===== src/rtl/tl_pkg.sv =====
package tl_pkg;

    localparam int unsigned TL_SYNC_STAGES = 2;

    // Register state of the always-on domain
    typedef struct packed {
        logic flag;
        logic clr;
    } tl_state_t;

    // Interrupt gating: flag is visible only when unmasked and powered
    function automatic logic tl_irq_gate(input tl_state_t st,
                                         input logic      mask,
                                         input logic      pwr_ok);
        return st.flag & ~mask & pwr_ok;
    endfunction

endpackage


===== src/rtl/tl_sync.sv =====
module tl_sync #(
    parameter int unsigned STAGES = 2
) (
    input  logic clk,
    input  logic rst,
    input  logic d_i,
    output logic q_o
);
    localparam int unsigned LAST = STAGES - 1;

    logic [LAST:0] chain_q;

    generate
        if (STAGES == 1) begin : g_one
            always_ff @(posedge clk) begin
                if (rst) chain_q <= '0;
                else     chain_q <= d_i;
            end
        end else begin : g_many
            always_ff @(posedge clk) begin
                if (rst) chain_q <= '0;
                else     chain_q <= {chain_q[LAST-1:0], d_i};
            end
        end
    endgenerate

    assign q_o = chain_q[LAST];
endmodule


===== src/rtl/tl_clear_reg.sv =====
module tl_clear_reg (
    input  logic clk,
    input  logic rst,
    input  logic pwr_ok_i,
    input  logic wr_en_i,
    input  logic wr_bit_i,
    output logic clr_o
);
    logic clr_q;

    always_ff @(posedge clk) begin
        if (rst)                      clr_q <= 1'b0;
        else if (wr_en_i && pwr_ok_i) clr_q <= wr_bit_i;
    end

    assign clr_o = clr_q;


    unpowered_write_ignored_chk: assert property (@(posedge clk) disable iff (rst)
        (wr_en_i && !pwr_ok_i) |=> $stable(clr_q));


    clear_hold_chk: assert property (@(posedge clk) disable iff (rst)
        !wr_en_i |=> $stable(clr_q));
endmodule


===== src/rtl/tl_event_latch.sv =====
module tl_event_latch (
    input  logic clk,
    input  logic rst,
    input  logic lvl_i,
    input  logic clr_i,
    output logic flag_o
);
    logic prev_q;
    logic flag_q;
    logic rise;

    assign rise = lvl_i & ~prev_q;

    always_ff @(posedge clk) begin
        if (rst) begin
            prev_q <= 1'b0;
            flag_q <= 1'b0;
        end else begin
            prev_q <= lvl_i;
            if (clr_i)     flag_q <= 1'b0;
            else if (rise) flag_q <= 1'b1;
        end
    end

    assign flag_o = flag_q;


    clear_forces_zero_chk: assert property (@(posedge clk) disable iff (rst)
        clr_i |=> !flag_q);


    flag_sticky_chk: assert property (@(posedge clk) disable iff (rst)
        (flag_q && !clr_i) |=> flag_q);


    set_needs_edge_chk: assert property (@(posedge clk) disable iff (rst)
        (!flag_q && (!lvl_i || prev_q)) |=> !flag_q);
endmodule


===== src/rtl/tamper_latch_top.sv =====
module tamper_latch_top
    import tl_pkg::*;
#(
    parameter int unsigned SYNC_STAGES = TL_SYNC_STAGES
) (
    input  logic clk,
    input  logic bat_rst,
    input  logic tamper_i,
    input  logic pwr_ok_i,
    input  logic cfg_wr_en_i,
    input  logic cfg_wr_clr_i,
    input  logic mask_i,
    output logic stat_flag_o,
    output logic cfg_clr_o,
    output logic irq_o
);
    logic      tamper_sync;
    tl_state_t st;

    tl_sync #(.STAGES(SYNC_STAGES)) sync_i (
        .clk (clk),
        .rst (bat_rst),
        .d_i (tamper_i),
        .q_o (tamper_sync)
    );

    tl_clear_reg clear_i (
        .clk      (clk),
        .rst      (bat_rst),
        .pwr_ok_i (pwr_ok_i),
        .wr_en_i  (cfg_wr_en_i),
        .wr_bit_i (cfg_wr_clr_i),
        .clr_o    (st.clr)
    );

    tl_event_latch latch_i (
        .clk    (clk),
        .rst    (bat_rst),
        .lvl_i  (tamper_sync),
        .clr_i  (st.clr),
        .flag_o (st.flag)
    );

    assign stat_flag_o = st.flag;
    assign cfg_clr_o   = st.clr;
    assign irq_o       = tl_irq_gate(st, mask_i, pwr_ok_i);


    irq_needs_power_chk: assert property (@(posedge clk) disable iff (bat_rst)
        irq_o |-> pwr_ok_i);


    irq_needs_flag_chk: assert property (@(posedge clk) disable iff (bat_rst)
        irq_o |-> (stat_flag_o && !mask_i));
endmodule


===== config.mk =====
export PLATFORM = sky130hd
export DESIGN_NAME = tamper_latch_top
export DESIGN_NICKNAME = d
export VERILOG_FILES = /design/src/rtl/tl_pkg.sv /design/src/rtl/tl_sync.sv /design/src/rtl/tl_clear_reg.sv /design/src/rtl/tl_event_latch.sv /design/src/rtl/tamper_latch_top.sv
export SDC_FILE = /design/constraint.sdc
export NUM_CORES = 1
export LEC_CHECK = 0
export BUFFER_PORTS_ARGS = -buffer_cell sky130_fd_sc_hd__buf_2
export CORE_AREA = 2 2 39 41
export CTS_CLUSTER_DIAMETER = 30
export DETAILED_ROUTE_END_ITERATION = 10
export DIE_AREA = 0 0 41 43
export PLACE_DENSITY_LB_ADDON = 0.2
export SLEW_MARGIN = 40
export SYNTH_ARGS = -nofsm -noshare
export SYNTH_HDL_FRONTEND = slang
export SYNTH_HIERARCHICAL = 1
export SYNTH_SLANG_ARGS = --single-unit

===== constraint.sdc =====
create_clock -name clk -period 1.1 [get_ports clk]
set_input_delay 0.11 -clock clk [delete_from_list [all_inputs] [get_ports clk]]
set_output_delay 0.11 -clock clk [all_outputs]
set_load 0.03 [all_outputs]

==> flow_results.org <==
** STA
- Across the routed clock network, the largest skew measured is 0.00334 ns.
- For the pin with the worst max-slew slack, the measured transition is around 0.16 ns.
- Final min period :: around 1 ns
- Setup violations remaining at the end of the flow were counted as 0.
- RSZ-0062 raised after global routing :: no
- The number of slew-limit violations in the final report is 0.
- The hold violation count in the final report came to 0.
- The worst path uses 92.5% of the clock period.
- Headroom to the max-slew limit came out at 89.6%.
- For the final routed database, the setup TNS stands at 0 ns.
- Timing-limited maximum frequency :: approximately 0.98 GHz

** Synth
- After synthesis, flip-flops and latches occupy about 57% of the total area.
- Summed instance area of the synthesized netlist :: around 180 um^2
- Yosys warnings :: 6
- The number of nets handed over by synthesis was 22.
- In the synthesized netlist the dominant register cell turns out to be sky130_fd_sc_hd__dfxtp_1.
- Share of synthesized registers carrying an async set or reset :: 0%
- Most used standard cell by instance count after synthesis :: sky130_fd_sc_hd__dfxtp_1
- Synth Register Bits :: 5
- Gate count after technology mapping :: 15
- In this run, synthesis inferred 0 flip-flops with an integrated enable.
- A synthesized cell averages 11.8 um^2.
- Yosys attributes the largest share of cell area to sky130_fd_sc_hd__dfxtp_1 57%, sky130_fd_sc_hd__nor2b_1 11%, sky130_fd_sc_hd__nor2b_4 7.8%, sky130_fd_sc_hd__a21bo_1 5.7%, sky130_fd_sc_hd__a21oi_2 5.0%.
- Cell type with the highest aggregate area in the netlist :: sky130_fd_sc_hd__dfxtp_1
- The number of different library cells used by synthesis comes to 9.
- The share of synthesized area in the top cell type comes to a little under three fifths.
- List of most frequent post-synthesis cells :: 5 x sky130_fd_sc_hd__dfxtp_1, 3 x sky130_fd_sc_hd__nor2b_1

** Power and ir drop
- Power per unit of standard cell area :: about 1600 mW/mm^2
- Summed over all nets, the switching power comes to between 0.00008 and 0.00009 W.
- Of the total power, the share spent switching nets is around 21%.
- Final Power :: ~0.00044 W
- Cell internal power dissipation :: approximately 0.00035 W
- IR Drop Worst-Case VDD :: approximately 260 uV
- Sequential power share :: 44.5%
- Part of the total power dissipated in combinational logic :: 9.0%
- The clock network is responsible for roughly 47% of the overall power.
- Leakage :: around 0.13 nW

** Clock network
- Number of buffers on the longest clock path :: 2
- In this run the number of H-tree levels came out at 1.
- Clock tree from TritonCTS :: yes
- Hold repair after CTS inserted 0 buffers.
- The number of setup buffers added after CTS is 0.
- Clock latency on the worst-skew pair, taken at its later pin, is 0.24 ns.
- Post_cts resized :: 0
- Clock transition time at the flip-flop clock pins of the worst setup and hold paths :: about 0.04 ns
- Counting the buffers created by CTS gives 3.
- Cell chosen for the clock root :: sky130_fd_sc_hd__clkbuf_4
- Sink count of the clock tree :: 5

** Global route
- The via count of the first global-routing pass was approximately 170.
- Entering global routing, the biggest net connects 6 pins.
- Overflow left after global routing :: 0
- Wire length of the first global-routing pass :: 572 um
- Number of antenna violations at the first check in global routing :: 0
- GRT Overall Usage :: 6.03%

** Route
- Wire segments on met3 add up to 0 um in the final route.
- In the detailed route, the total length drawn on met2 is about 250 um.
- In the final routed layout, each cell accounts on average for between 7 and 8 um.
- The detailed router finished its first iteration with 0 violations.
- For this block, wires on met1 add up to about 94 um.
- Length of the first detailed-routing pass in iterations :: 1
- Detailed routing inserted a total of 140 vias.
- Via density per instance :: approximately 3.2
- Once detail routing completed, the nets flagged for antenna violations numbered 0.
- After detailed routing, the number of remaining DRC violations is 0.
- Top Metal Used :: met2
- Post-Route WL :: 342 um

** Die
- Chip width :: a little over 40 um
- Vertical extent of the die :: between 40 and 50 um
- The initial utilization of the core area, before any placement, comes to 12.7%.
- Pin placement for this block handled 10 I/O pins.
- The region available for standard cell placement spans around 0.0014 mm^2.
- The floorplan step defined a die boundary enclosing 0.00176 mm^2.
- The floorplan has 14 rows.

** Placement
- Detail Placement HPWL :: ~280 um
- At the end of routability-driven placement, the weighted congestion stood at 0.569.
- During placement, the flow inserted port buffers numbering 9.

** Worst hold path
- Worst Hold Class :: input pin to flip-flop

** Layout
- Inserted Diodes :: 0
- From synthesis to final layout, the design area changed by 51.8%.
- Fraction of layout cells with a size suffix above 1 :: 50.0%
- At the end of the flow, the number of nets in the layout was 36.

** Worst setup path
- Data on the critical path arrives at its endpoint at approximately 0.9 ns.
- The worst setup path is captured at an output port.
- Kind of start point of the critical path :: flip-flop
- For the worst setup path, the data required time is a little under 1 ns.
- Maximum fanout along the worst path :: 3
- Across all register-to-register paths, the minimum setup slack is between 0.3 and 0.4 ns.
- Category of the most critical setup path :: flip-flop to output port

** Status
- The run finished with clean final reports.

** Job
- The tool flagged a number of max-cap violations equal to 0.
kinds of logic (layout without fill, tap and decap cells):
group                  Yosys count  after routing  synth area share, %
AO/OA/AOI/OAI                    3              3                 14.9
buffers and inverters            0             13                    0
flip-flops                       5              5                 56.7
AND/OR/NAND/NOR                  7              7                 28.4
power by group through the flow:
stage / Combinational [W] / Clock, W / Sequential, W
after global routing: 0.0000434 / 0.000221 / 0.000195
after floorplan: 0.0000138 / 0 / 0.000204
after detailed placement: 0.0000394 / 0 / 0.000197
after CTS: 0.0000394 / 0.000217 / 0.000194
after global placement: 0.0000387 / 0 / 0.000197
final: 0.0000390 / 0.000203 / 0.000194
metrics by stage:
step | hold WS, ns | cell area (um^2) | cells | util [%] | setup WS, ns
floorplan | 0.172 | 176 | 15 | - | 0.108
global placement | 0.320 | 241 | 40 | 17.5 | 0.338
detailed placement | 0.331 | 241 | 40 | 17.5 | 0.323
CTS | 0.0762 | 268 | 44 | 19.3 | 0.0658
global route | 0.102 | 268 | 44 | 19.3 | 0.0312
finish | 0.0889 | 268 | 44 | 19.3 | 0.0826
critical path, stage by stage, from the launching register on:
cell and delay, ns:
sky130_fd_sc_hd__dfxtp_1 0.33, sky130_fd_sc_hd__and3b_1 0.15, sky130_fd_sc_hd__buf_2 0.19
cell type report:
cell class	count	area [um^2]
clock buffer	4	26.3
fill	155	1120
multi-input combinational	10	76.3
sequential	5	100
tap	16	20.0
timing repair buffer	9	45.0
registers in the layout, summed over array words and instances (netlist names):
signal and count:
sync_i/chain_q 2, clear_i/clr_o 1, latch_i/flag_o 1, latch_i/prev_q 1
layer usage:
metal / global-route usage, % / up-vias
met5: 0 / -
met4: 12.0 / 0
met3: 3.14 / 0
met2: 8.13 / 0
met1: 3.23 / 65
li1: - / 75
layout by cell type (no fill, tap or decap):
cell type and n:
sky130_fd_sc_hd__dfxtp_1 5, sky130_fd_sc_hd__nor2b_4 1, sky130_fd_sc_hd__nand3_1 1, sky130_fd_sc_hd__o21a_1 1, sky130_fd_sc_hd__nor2b_1 3, sky130_fd_sc_hd__clkbuf_4 3, sky130_fd_sc_hd__clkbuf_1 1, sky130_fd_sc_hd__nor2_1 1
sky130_fd_sc_hd__a21bo_1 1, sky130_fd_sc_hd__a21oi_2 1, sky130_fd_sc_hd__buf_2 9, sky130_fd_sc_hd__and3b_1 1
path summary, 6_finish.rpt:
| path | to | cells after the start | startpoint |
|---|---|---|---|
| setup / recovery | irq_o | 2 | latch_i/flag_o |
| hold / removal | clear_i/clr_o | 2 | bat_rst |
| setup reg to reg | clear_i/clr_o | 2 | clear_i/clr_o |
| hold reg to reg | sync_i/chain_q[1] | 1 | sync_i/chain_q[0] |
(Power assumes the default switching activity.)
